**src/rtl/irqc_pkg.sv**
```systemverilog
package irqc_pkg;
    localparam int DW = 8;
    localparam int A_CTL  = 0;
    localparam int A_P1EN = 1;
    localparam int A_P1FL = 2;
    localparam int A_P2EN = 3;
    localparam int A_P2FL = 4;
    localparam int A_PORT = 5;
    // control register bit positions
    localparam int B_GIE  = 7;
    localparam int B_PEN  = 6;
    localparam int B_T0E  = 5;
    localparam int B_EXE  = 4;
    localparam int B_PCE  = 3;
    localparam int B_T0F  = 2;
    localparam int B_EXF  = 1;
    localparam int B_PCF  = 0;
    localparam logic [DW-1:0] P1_IMPL = 8'hFF;
    localparam logic [DW-1:0] P1_LIVE = 8'h30;
    localparam logic [DW-1:0] P2_IMPL = 8'h19;
    localparam logic [DW-1:0] P2_LIVE = 8'h00;
    typedef enum logic {PW_SETTLED = 1'b0, PW_MISMATCH = 1'b1} pw_state_t;
endpackage

```
**src/rtl/irqc_portwatch.sv**
```systemverilog
module irqc_portwatch #(
    parameter int PW = 4
) (
    input  logic          clk,
    input  logic          rst_n,
    input  logic [PW-1:0] pins,
    input  logic          port_rd,
    output logic [PW-1:0] snap,
    output logic          chg_evt
);
    import irqc_pkg::*;

    pw_state_t state_q, state_d;

    // next state: a read resynchronises the snapshot at this edge
    always_comb begin
        state_d = state_q;
        unique case (state_q)
            PW_SETTLED:  if (!port_rd && (pins != snap)) state_d = PW_MISMATCH;  // CHANGE_SEEN
            PW_MISMATCH: if (port_rd || (pins == snap))  state_d = PW_SETTLED;   // READ_SYNC / PINS_RETURN
            default:     state_d = PW_SETTLED;
        endcase
    end

    always_ff @(posedge clk) begin
        if (!rst_n) begin
            state_q <= PW_SETTLED;
            snap    <= '0;
        end else begin
            state_q <= state_d;
            if (port_rd) snap <= pins;
        end
    end

    always_comb begin
        unique case (state_q)
            PW_MISMATCH: chg_evt = 1'b1;
            default:     chg_evt = 1'b0;
        endcase
    end
endmodule

```
**src/rtl/irqc_flagbank.sv**
```systemverilog
module irqc_flagbank #(
    parameter int           W    = 8,
    parameter logic [W-1:0] IMPL = '1,
    parameter logic [W-1:0] LIVE = '0
) (
    input  logic         clk,
    input  logic         rst_n,
    input  logic         en_we,
    input  logic         fl_we,
    input  logic [W-1:0] wdata,
    input  logic [W-1:0] src,
    output logic [W-1:0] en_q,
    output logic [W-1:0] fl_q
);
    logic unused_bits;
    assign unused_bits = ^{src & ~IMPL, wdata & ~IMPL};

    for (genvar i = 0; i < W; i++) begin : g_bit
        if (!IMPL[i]) begin : g_absent
            assign en_q[i] = 1'b0;
            assign fl_q[i] = 1'b0;
        end else begin : g_present
            logic en_r;
            always_ff @(posedge clk) begin
                if (!rst_n)     en_r <= 1'b0;
                else if (en_we) en_r <= wdata[i];
            end
            assign en_q[i] = en_r;
            if (LIVE[i]) begin : g_live
                assign fl_q[i] = src[i];
            end else begin : g_sticky
                logic fl_r;
                always_ff @(posedge clk) begin
                    if (!rst_n) fl_r <= 1'b0;
                    else        fl_r <= src[i] | (fl_we ? wdata[i] : fl_r);
                end
                assign fl_q[i] = fl_r;
            end
        end
    end
endmodule

```
**src/rtl/irqc_reqtree.sv**
```systemverilog
module irqc_reqtree
    import irqc_pkg::*;
(
    input  logic [DW-1:0] ctl,
    input  logic [DW-1:0] p1_en,
    input  logic [DW-1:0] p1_fl,
    input  logic [DW-1:0] p2_en,
    input  logic [DW-1:0] p2_fl,
    output logic          irq
);
    logic core_hit, peri_hit;
    always_comb begin
        core_hit = |(ctl[B_T0E:B_PCE] & ctl[B_T0F:B_PCF]);
        peri_hit = (|(p1_en & p1_fl)) | (|(p2_en & p2_fl));
        irq      = ctl[B_GIE] & (core_hit | (ctl[B_PEN] & peri_hit));
    end
endmodule

```
**src/rtl/irqc_top.sv**
```systemverilog
module irqc_top
    import irqc_pkg::*;
#(
    parameter int AW = 3
) (
    input  logic          clk,
    input  logic          rst_n,
    input  logic [AW-1:0] bus_addr,
    input  logic          bus_wr,
    input  logic          bus_rd,
    input  logic [DW-1:0] bus_wdata,
    output logic [DW-1:0] bus_rdata,
    input  logic          ev_tmr0,
    input  logic          ev_ext,
    input  logic [DW-1:0] p1_src,
    input  logic [2:0]    p2_src,
    input  logic [3:0]    port_hi,
    input  logic          int_ack,
    input  logic          int_ret,
    output logic          irq
);
    logic wr_ctl, wr_p1en, wr_p1fl, wr_p2en, wr_p2fl, port_rd;
    logic [DW-1:0] ctl_q, p1_en, p1_fl, p2_en, p2_fl, p2_vec;
    logic [3:0] snap;
    logic chg_evt;

    assign wr_ctl  = bus_wr && (bus_addr == AW'(A_CTL));
    assign wr_p1en = bus_wr && (bus_addr == AW'(A_P1EN));
    assign wr_p1fl = bus_wr && (bus_addr == AW'(A_P1FL));
    assign wr_p2en = bus_wr && (bus_addr == AW'(A_P2EN));
    assign wr_p2fl = bus_wr && (bus_addr == AW'(A_P2FL));
    assign port_rd = bus_rd && (bus_addr == AW'(A_PORT));
    assign p2_vec  = {3'b000, p2_src[2], p2_src[1], 2'b00, p2_src[0]};

    always_ff @(posedge clk) begin
        if (!rst_n) begin
            ctl_q <= '0;
        end else begin
            if (int_ack)     ctl_q[B_GIE] <= 1'b0;
            else if (int_ret) ctl_q[B_GIE] <= 1'b1;
            else if (wr_ctl)  ctl_q[B_GIE] <= bus_wdata[B_GIE];
            if (wr_ctl) ctl_q[B_PEN:B_PCE] <= bus_wdata[B_PEN:B_PCE];
            ctl_q[B_T0F] <= ev_tmr0 | (wr_ctl ? bus_wdata[B_T0F] : ctl_q[B_T0F]);
            ctl_q[B_EXF] <= ev_ext  | (wr_ctl ? bus_wdata[B_EXF] : ctl_q[B_EXF]);
            ctl_q[B_PCF] <= chg_evt | (wr_ctl ? bus_wdata[B_PCF] : ctl_q[B_PCF]);
        end
    end

    irqc_portwatch #(.PW(4)) u_pw (
        .clk(clk), .rst_n(rst_n), .pins(port_hi), .port_rd(port_rd),
        .snap(snap), .chg_evt(chg_evt)
    );

    irqc_flagbank #(.W(DW), .IMPL(P1_IMPL), .LIVE(P1_LIVE)) u_bank1 (
        .clk(clk), .rst_n(rst_n), .en_we(wr_p1en), .fl_we(wr_p1fl),
        .wdata(bus_wdata), .src(p1_src), .en_q(p1_en), .fl_q(p1_fl)
    );

    irqc_flagbank #(.W(DW), .IMPL(P2_IMPL), .LIVE(P2_LIVE)) u_bank2 (
        .clk(clk), .rst_n(rst_n), .en_we(wr_p2en), .fl_we(wr_p2fl),
        .wdata(bus_wdata), .src(p2_vec), .en_q(p2_en), .fl_q(p2_fl)
    );

    irqc_reqtree u_tree (
        .ctl(ctl_q), .p1_en(p1_en), .p1_fl(p1_fl),
        .p2_en(p2_en), .p2_fl(p2_fl), .irq(irq)
    );

    always_comb begin
        if      (bus_addr == AW'(A_CTL))  bus_rdata = ctl_q;
        else if (bus_addr == AW'(A_P1EN)) bus_rdata = p1_en;
        else if (bus_addr == AW'(A_P1FL)) bus_rdata = p1_fl;
        else if (bus_addr == AW'(A_P2EN)) bus_rdata = p2_en;
        else if (bus_addr == AW'(A_P2FL)) bus_rdata = p2_fl;
        else if (bus_addr == AW'(A_PORT)) bus_rdata = {port_hi, 4'b0000};
        else                              bus_rdata = '0;
    end
endmodule

```
**config.mk**
```make
export PLATFORM = sky130hd
export DESIGN_NAME = irqc_top
export DESIGN_NICKNAME = d
export VERILOG_FILES = /design/src/rtl/irqc_pkg.sv /design/src/rtl/irqc_portwatch.sv /design/src/rtl/irqc_flagbank.sv /design/src/rtl/irqc_reqtree.sv /design/src/rtl/irqc_top.sv
export SDC_FILE = /design/constraint.sdc
export NUM_CORES = 1
export LEC_CHECK = 0
export ABC_AREA = 1
export BUFFER_PORTS_ARGS = -buffer_cell sky130_fd_sc_hd__buf_2
export CORE_AREA = 5 5 78 80
export DETAILED_ROUTE_END_ITERATION = 10
export DIE_AREA = 0 0 83 85
export PLACE_DENSITY = 0.77
export SKIP_LAST_GASP = 1
export SLEW_MARGIN = 25
export SYNTH_ARGS = -nofsm -noshare
export SYNTH_HDL_FRONTEND = slang
export SYNTH_HIERARCHICAL = 1
export SYNTH_SLANG_ARGS = --single-unit
```
**constraint.sdc**
```tcl
create_clock -name clk -period 2.8 [get_ports clk]
set_input_delay 0.14 -clock clk [delete_from_list [all_inputs] [get_ports clk]]
set_output_delay 0.14 -clock clk [all_outputs]
set_load 0.005 [all_outputs]
```
# Word level (Yosys, flattened, before mapping)
# Cells that the tools add are included.
# classes
reduce_logical,15
n_eq_ne,7
mux,24
n_bitwise,21
# op_table
op,count
$mux 8,6
$mux 1,17
$reduce_or 8->1,2
$or 1x1->1,14
$and 8x8->8,1
$logic_and 1x1->1,7
$eq 3x2->1 const B,2
$eq 3x3->1 const B,2
$and 5x5->5,1
$eq 4x4->1,1
$ne 4x4->1,1
$and 3x3->3,1
$eq 3x1->1 const B,1
$logic_not 3->1,1
$reduce_or 3->1,1
$and 1x1->1,2
$not 1->1,2
$pmux 1 s2,1
$reduce_bool 2->1,1
$reduce_or 2->1,1
$logic_not 1->1,1
$logic_or 1x1->1,1
# totals
output_inout_bits,9
regBits,33
input_bits,34

# Longest topological paths before layout
# Gate-level depths: netlist of the first run.
# depth
ltp_word,7
depth_mapped,10
ltp_nobuf,8

# By module
# The synthesis of the first run kept the hierarchy.
# by_module_without_submodules
mod,cells_per_inst,area_each_um2,n_inst
irqc_top,139,860.8,1
irqc_flagbank at u_bank1,96,679.4,1
irqc_flagbank at u_bank2,54,366.6,1
irqc_portwatch,38,235.2,1
irqc_reqtree,35,140.1,1

# Least setup slack after synthesis of the first run
# OpenSTA, ideal clock, no wires.
# synth_timing
path_kind,input to register
startpoint,input port bus_addr[0]
endpoint,register u_bank1.g_bit[7].g_present.en_r
setup_ns,0.116
arrival_time_ns,1.405
cell_stages,6
n_path_buf,1
required_ns,2.684
path_slack_ns,1.280
path_cell_list,buf_4 > inv_4 > nor4_1 > inv_2 > nor2_1 > nor2_1
# synth_between
elab_chain_cells,2
# synth_lines
item,line_no,source
from (decl),irqc_top.sv:8,"input logic [AW-1:0] bus_addr,"
$eq 3x1->1,irqc_top.sv:28,assign wr_p1en = bus_wr && (bus_addr == AW'(A_P1EN));
$logic_and 1x1->1,irqc_top.sv:28,
net wr_p1en,irqc_top.sv:22,"logic wr_ctl, wr_p1en, wr_p1fl, wr_p2en, wr_p2fl, port_rd;"
to (signal assigned),irqc_flagbank.sv:26,else if (en_we) en_r <= wdata[i];
to (decl),irqc_flagbank.sv:23,logic en_r;
# The timed path passes the listed nets, and every way through them passes these cells.
# A chain may end at the register's enable or synchronous reset.

# Worst setup path in the final report of the first run
# layout_timing
startpoint,input port bus_addr[1]
endpoint,output port bus_rdata[3]
# layout_between
elab_chain_cells,6
elab_cells_between_ends,10
# layout_lines
item,line_no,source
$eq 3x3->1,irqc_top.sv:74,else if (bus_addr == AW'(A_P2FL)) bus_rdata = p2_fl;
$mux 8,irqc_top.sv:74,
$mux 8,irqc_top.sv:73,else if (bus_addr == AW'(A_P2EN)) bus_rdata = p2_en;
$mux 8,irqc_top.sv:72,else if (bus_addr == AW'(A_P1FL)) bus_rdata = p1_fl;
$mux 8,irqc_top.sv:71,else if (bus_addr == AW'(A_P1EN)) bus_rdata = p1_en;
$mux 8 *,irqc_top.sv:70,if (bus_addr == AW'(A_CTL)) bus_rdata = ctl_q;
to (decl),irqc_top.sv:12,"output logic [DW-1:0] bus_rdata,"
# Mark *: on every way between the ends. The rest lies on a longest branch, timed or not.

==> impl_metrics.yaml, run 1 <==
pwr:
  p_per_area_nw_per_um2: 430
  p_int_mw: 0.725
  p_leak_nw: 1.25
  pwr-share-clk_pct: 32.6
  power_mw: 1.03
  vdd_drop_max_v: 0.000211
  p_sw_mw: 0.304
  p_comb_share_pct: 17.6
  swShare_pct: 29.5
  power_frac_seq_pct: 49.8
clock_tree:
  cts_resized: 0
  post-cts-setup-buffer-count: 0
  cts_buffers: 5
  clkTransAtPathRegs_ps: 70
  clock_latency_ps: 290
  clk_path_buf_depth: 2
  cts_tree: "yes"
  clock_sinks: 33
  hold_buffers: 0
  h-tree-depth: 2
  cts-root-buf: "clkbuf_8"
global_routing:
  grt_overflow_total: 0
  antenna_found_initial: 0
  grt_max_degree: 30
  grt_pass1_wl_mm: 9.14
  grt_pass1_vias: 1955
  grt_usage_pct: 15.7
setup_path:
  crit_type: "input pin to output pin"
  crit_arrival_ps: 1440
  cp-start-kind: "input pin"
  critPathSlowestCell: "nor3_2"
  slowest_delay_ps: 680
  worstPathCellList: "buf_2 -> nor3_2 -> nand2_1 -> nand3_1 -> buf_2"
  cp-end-kind: "output pin"
  path_max_fanout: 12
  crit_required_ps: 2660
  cpMostUsedCell: "buf_2"
floorplanning:
  io_pins: 43
  die_area_um2: 7060
  start_util_pct: 42.7
  fp.dieH_um: 85
  coreArea_um2: 5340
  row_count: 27
  fp.dieW_um: 83
timing:
  fmax_mhz: 634
  tightest_slew_ps: 825
  slew_violations: 0
  skew_ps: 0.598
  finalSetupViolations: 0
  post-route-period-util_pct: 56.3
  finalCriticalPeriod_ps: 1580
  rsz0062_at_grt: "no"
  hold_viol_final: 0
  slew-limit-headroom_pct: 44.5
  totalNegativeSetupSlack_ps: 0
logic_synthesis:
  synthCells: 361
  yosysWarnings: 6
  syn_avg_cell_area_um2: 6.31
  synth_area_um2: 2280
run_status:
  outcome: "finished, final reports clean"
routing:
  drt_first_pass_iters: 4
  vias: 2136
  first_iter_violations: 200
  wl_per_cell_um: 12.2
  finalWirelength_mm: 5.53
  ant_nets: 0
  drc: 0
  vias_per_cell: 4.72
layout:
  drive_gt1_share_pct: 16.8
  post-route-util_pct: 44.8
  area_delta_synth_final_pct: 5.00
  antenna_cells: 0
  nFillCells: 607
  fin_nets: 416
placed_design:
  io_buffers: 42
  routabilityCongestion: 0.881
  hpwl_mm: 4.24
run:
  maxCapViolCount: 0
hold_path:
  hp-class: "input pin to flop"
## critical path, delay by kind of cell
family                 cells  cell delay (ps)
buffers and inverters      2              340
and+or+nand+nor            3              950
## flip-flops by register name, summed over array words and instances, names as in the netlist
signal / flops
ctl_q: 8
u_bank1/g_bit.g_present.en_r: 8
u_bank1/g_bit.g_present.g_sticky.fl_r: 6
u_bank2/g_bit.g_present.en_r: 3
u_bank2/g_bit.g_present.g_sticky.fl_r: 3
u_pw/snap: 4
u_pw/state_q: 1
## worst paths after layout
kind,endpoint,depth (start not counted),from,slack [ps]
setup / recovery,bus_rdata[3],5,bus_addr[1],1220
hold / removal,ctl_q[7]$_SDFFE_PP0P_,4,int_ack,90
setup reg to reg,u_pw/state_q$_SDFF_PN0_,5,u_pw/snap[3]$_SDFFE_PN0P_,2000
hold reg to reg,u_pw/snap[0]$_SDFFE_PN0P_,2,u_pw/snap[0]$_SDFFE_PN0P_,480
## cells in the final DEF, fill, tap and decap left out, drive strengths merged
cell type,instances
clkbuf,5
nand3,23
nor3,3
dfxtp,33
or2,4
nor4,3
a21oi,11
nand2,111
conb,10
clkinv,1
nand4,11
inv,48
nor2,48
buf,44
o21ai,20
a22o,1
nand3b,5
## through the flow
step	std cells	hold WS [ps]	setup slack (ps)	cell area [µm²]
final	453	94.9	1220	2390
after floorplan	370	238	1280	2310
after CTS	453	101	1230	2390
after detailed placement	447	399	1070	2320
after global placement	447	383	1060	2320
after global routing	453	104	1060	2390
## power groups by stage
stage / clock network [mW] / registers [mW] / logic (mW)
2_1_floorplan: 0 / 0.513 / 0.152
3_3_place_gp: 0 / 0.522 / 0.176
3_5_place_dp: 0 / 0.523 / 0.178
4_1_cts: 0.337 / 0.512 / 0.179
5_1_grt: 0.362 / 0.515 / 0.205
6_report: 0.335 / 0.512 / 0.181
## final cells by class
class	instances	area, µm²	share of cell area, %
Clock inverter	1	5.00	0.209
Sequential cell	33	661	27.6
Multi-Input combinational cell	250	1160	48.4
Timing Repair Buffer	44	225	9.41
Inverter	48	185	7.74
Tap cell	72	90.1	3.77
Clock buffer	5	68.8	2.88
## routing by layer
metal	vias to the layer above	part of all wire [%]	global-route usage, %
met5	-	0	0
met1	946	46	19.7
met4	0	1.8	5.94
li1	1125	-	-
met2	55	47	26.5
met3	10	4.7	3.30
Note: power is estimated with default switching activity, not from simulation.
==> inputs of run 2 (changes only) <==
- PLACE_DENSITY: 0.77 -> 0.79
- clock period: 2.8 -> 1.3 ns (I/O delays scaled with it)
==> run 2 against run 1 <==
Final area grew 6.2%; critical path type is now flop to output pin; final cell count is 2.9% higher; critical path depth increased by 2; flip-flop and latch count unchanged; power up 150%; the run now ends with negative setup slack left; count of clock-buffer cells in the layout rose by 2; non-clock buffer count increased by 11; clock power grew to 3.0 times the previous value; sequential power increased by 120%; first-iteration DRC count decreased by 37%; worst setup slack worse by 1300 ps.
==> impl_metrics.yaml, run 2 (synthesis gave the netlist of run 1 again) <==
timing:
  whs_ps: 19.1
  finalCriticalPeriod_ps: 1340
  totalNegativeSetupSlack_ps: -43.9
  fmax_mhz: 744
  rsz0062_at_grt: "yes"
  finalSetupViolations: 1
  slew_violations: 0
  post-route-period-util_pct: 103
  skew_ps: 0.948
  layout_setup_ws_ps: -43.9
  hold_viol_final: 0
floorplanning:
  coreArea_um2: 5340
  start_util_pct: 42.7
  io_pins: 43
  fp.dieW_um: 83
  fp.dieH_um: 85
  row_count: 27
  die_area_um2: 7060
setup_path:
  critPathSlowestCell: "dfxtp_1"
  cp_num_buf_inv: 1
  critPathTopFamily: "flip-flops"
  cpMostUsedCell: "nand2_1"
  cp-end-kind: "output pin"
  worstPathCellList: "nand2_1 -> nand2_1 -> nor2_1 -> nand2_1 -> o21ai_1 -> a21oi_1 -> buf_2"
  slowest_delay_ps: 350
  path_max_fanout: 3
  crit_arrival_ps: 1280
  crit_required_ps: 1240
  cp-start-kind: "flop"
  crit_type: "flop to output pin"
layout:
  drive_gt1_share_pct: 21.6
  layout.cells.most_common: "nand2_1"
  final_cell_mix: "nand2_1, nor2_1, inv_1"
  fin_nets: 427
  top_regs: "ctl_q (8), u_bank1/g_bit.g_present.en_r (8), u_bank1/g_bit.g_present.g_sticky.fl_r (6)"
  area_delta_synth_final_pct: 11.5
  antenna_cells: 0
global_routing:
  grt_usage_pct: 16.6
  grt_pass1_wl_mm: 9.52
  grt_overflow_total: 0
  antenna_found_initial: 0
  grt_max_degree: 19
  grt_pass1_vias: 2109
routing:
  finalWirelength_mm: 5.62
  ant_nets: 0
  drt_first_pass_iters: 4
  drc: 0
  vias: 2249
  first_iter_violations: 126
  vias_per_cell: 4.83
  wl_per_cell_um: 12.1
clock_tree:
  clkTransAtPathRegs_ps: 60
  cts_buffers: 5
  clock_latency_ps: 280
  cts_tree: "yes"
  clk_path_buf_depth: 2
  cts-root-buf: "clkbuf_8"
  clock_sinks: 33
  hold_buffers: 0
  h-tree-depth: 2
run_status:
  outcome: "finished with violations"
  violations: "negative setup slack"
pwr:
  power_mw: 2.52
  p_leak_nw: 1.32
  vdd_drop_max_v: 0.000711
  p_per_area_nw_per_um2: 993
run:
  maxCapViolCount: 0
placed_design:
  routabilityCongestion: 0.864
  hpwl_mm: 4.40
  io_buffers: 42
hold_path:
  hp-class: "input pin to flop"
==> run 2: path summary, 6_finish.rpt <==
check,endpoint,depth (start not counted),start,slack (ps)
worst min register to register,u_pw/snap[0]$_SDFFE_PN0P_,2,u_pw/snap[0]$_SDFFE_PN0P_,480
worst max-delay path,irq,7,u_bank2/g_bit[4].g_present.en_r$_SDFFE_PN0P_,-40
worst max register to register,u_pw/state_q$_SDFF_PN0_,5,u_pw/snap[3]$_SDFFE_PN0P_,500
worst min-delay path,ctl_q[7]$_SDFFE_PP0P_,4,int_ack,20
==> run 2: through the flow <==
step	setup WS (ps)	area, µm²	cells	util (%)
finish	-43.9	2540	466	47.6
global route	-113	2540	466	47.6
CTS	-31.6	2540	466	47.5
detailed placement	-19.2	2400	456	44.9
global placement	-2.88	2400	456	44.9
floorplan	99.1	2320	370	-
==> run 2: what timing repair did <==
| action | CTS | global route |
|---|---|---|
| pin swaps | 3 | 1 |
| resized for setup | 5 | 2 |
| buffers inserted | 2 | 0 |
| setup endpoints to repair | 1 | 2 |
==> run 2: layout make-up <==
class                   instances  area [µm²]
inverters                      48         185
fillers                       580        2800
well taps                      72        90.1
multi-input cells             250        1170
repair buffers                 55         308
flip-flops and latches         33         668
clock buffers                   7        86.3
clock inverters                 1        30.0
==> run 2: tightest hold or removal path, cell delays in order <==
cell and delay, ps:
buf_2 70, nor2_1 30, nand2_1 50, inv_1 30
==> run 2: metal layers <==
layer  GRT usage, %  vias up  part of all wire, %
li1               -     1151                    -
met1           20.5     1004                   43
met2           27.2       77                   46
met3           3.20       17                  6.5
met4           9.06        0                  4.1
met5              0        -                    0
==> run 2: report_power, final <==
| group | leakage (nW) | switching [mW] | internal (mW) | total (mW) |
|---|---|---|---|---|
| registers | 0.273 | 0.0405 | 1.07 | 1.11 |
| logic | 0.991 | 0.252 | 0.168 | 0.420 |
| clock network | 0.0585 | 0.372 | 0.625 | 0.996 |
==> inputs of run 3 (changes only) <==
==> constraint.sdc (replaced) <==
create_clock -name clk -period 1.3 [get_ports clk]
set_input_delay 0.13 -clock clk [delete_from_list [all_inputs] [get_ports clk]]
set_output_delay 0.13 -clock clk [all_outputs]
set_load 0.005 [all_outputs]
==> run 3 against run 2 <==
The run still ends with negative setup slack left; count of clock-buffer cells in the layout did not move; maximum frequency shrank 3.8%; power fell by 6.6%; largest cell class unchanged; clock skew is 2.5 ps higher; worst hold slack gained 56 ps; largest power group unchanged; global-route usage down 0.24 points; critical path depth is the same.
==> impl_metrics.yaml, run 3 (synthesis gave the netlist of run 1 again) <==
routing:
  vias_per_cell: 4.79
  ant_nets: 0
  first_iter_violations: 150
  finalWirelength_mm: 5.85
  vias: 2268
  drt_first_pass_iters: 5
  drc: 0
  wl_per_cell_um: 12.4
timing:
  slew_violations: 0
  finalCriticalPeriod_ps: 1400
  totalNegativeSetupSlack_ps: -111
  fmax_mhz: 716
  rsz0062_at_grt: "yes"
  post-route-period-util_pct: 107
  hold_viol_final: 0
  finalSetupViolations: 2
  layout_setup_ws_ps: -96.4
  whs_ps: 75.4
  skew_ps: 3.47
layout:
  post-route-util_pct: 48.9
  layout.cells.most_common: "nand2_1"
  area_delta_synth_final_pct: 14.5
  antenna_cells: 0
  final_area_um2: 2610
  final_cell_mix: "nand2_1, nor2_1, inv_1"
  fin_nets: 435
  drive_gt1_share_pct: 24.7
  finalNonFillerCells: 473
  top_regs: "ctl_q (8), u_bank1/g_bit.g_present.en_r (8), u_bank1/g_bit.g_present.g_sticky.fl_r (6)"
floorplanning:
  io_pins: 43
  fp.dieW_um: 83
  coreArea_um2: 5340
  start_util_pct: 42.7
  die_area_um2: 7060
  row_count: 27
  fp.dieH_um: 85
setup_path:
  crit_type: "flop to output pin"
  crit_required_ps: 1170
  crit_arrival_ps: 1270
  cp-start-kind: "flop"
  r2r_cells: 6
  cp-end-kind: "output pin"
  path_max_fanout: 3
clock_tree:
  clock_sinks: 33
  clk_path_buf_depth: 2
  hold_buffers: 0
  clkTransAtPathRegs_ps: 70
  clock_latency_ps: 290
  h-tree-depth: 2
  cts-root-buf: "clkbuf_8"
  cts_tree: "yes"
  cts_buffers: 5
pwr:
  vdd_drop_max_v: 0.000528
  p_sw_mw: 0.678
  p_per_area_nw_per_um2: 903
  p_int_mw: 1.68
  pwr-share-clk_pct: 33.8
  p_comb_share_pct: 19.2
  swShare_pct: 28.8
  power_frac_seq_pct: 47.0
  p_leak_nw: 1.36
placed_design:
  hpwl_mm: 4.43
  placed_cells: 459
  dpl_cell_area_um2: 2430
  routabilityCongestion: 0.895
  io_buffers: 42
global_routing:
  grt_max_degree: 21
  antenna_found_initial: 0
  grt_pass1_wl_mm: 9.43
  grt_pass1_vias: 2124
  grt_overflow_total: 0
  grt_usage_pct: 16.3
hold_path:
  min_path_cells: 4
  hp-class: "input pin to flop"
run:
  maxCapViolCount: 0
run_status:
  outcome: "finished with violations"
  violations: "negative setup slack"
-- run 3: per-stage QoR --
step                      setup slack (ps)  total power [mW]
after floorplan                       34.1              1.44
after detailed placement             -38.7              1.54
final                                -96.4              2.35
after global routing                  -167              2.48
after CTS                            -77.4              2.34
after global placement                10.6              1.53
-- run 3: final timing paths --
path                                                  startpoint                                                  end  slack, ps
max          u_bank1/g_bit[1].g_present.g_sticky.fl_r$_SDFF_PN0_                                                  irq       -100
max reg2reg  u_bank1/g_bit[2].g_present.g_sticky.fl_r$_SDFF_PN0_  u_bank1/g_bit[2].g_present.g_sticky.fl_r$_SDFF_PN0_        440
min                                                      int_ack                                ctl_q[7]$_SDFFE_PP0P_         80
min reg2reg                            u_pw/snap[0]$_SDFFE_PN0P_                            u_pw/snap[0]$_SDFFE_PN0P_        470
-- run 3: area by class of cell --
type	instances	area, µm²
Timing Repair Buffer	63	389
Sequential cell	33	674
Inverter	48	185
Clock buffer	7	86.3
Fill cell	587	2730
Multi-Input combinational cell	250	1180
Tap cell	72	90.1
-- run 3: critical path, stage by stage (launching register included) --
cell and delay [ps]:
dfxtp_2 330, nand2_1 70, nand2_1 50, nor2_1 130, nand2_1 70, o21ai_1 130, a21oi_1 90, buf_2 130
-- run 3: per-layer routing --
layer | vias to the layer above | global-route usage [%] | wire length, µm
met1 | 999 | 19.7 | 2520
met4 | 0 | 6.69 | 137
li1 | 1167 | - | -
met5 | - | 0 | 0
met3 | 11 | 3.50 | 400
met2 | 91 | 28.2 | 2790
-- run 3: power groups by stage --
stage                     registers (mW)  clock network, mW  logic [mW]
after floorplan                     1.11                  0       0.331
after global placement              1.12                  0       0.409
after detailed placement            1.12                  0       0.418
after CTS                           1.10              0.807       0.432
after global routing                1.11              0.857       0.507
final                               1.11              0.796       0.452
-- run 3: timing repair --
action                                  4_1_cts  5_1_grt
pin swaps                                     4        9
buffers inserted                              4        3
gates resized for setup                       7       11
endpoints found under the setup margin        1        9
cloned                                        0        0
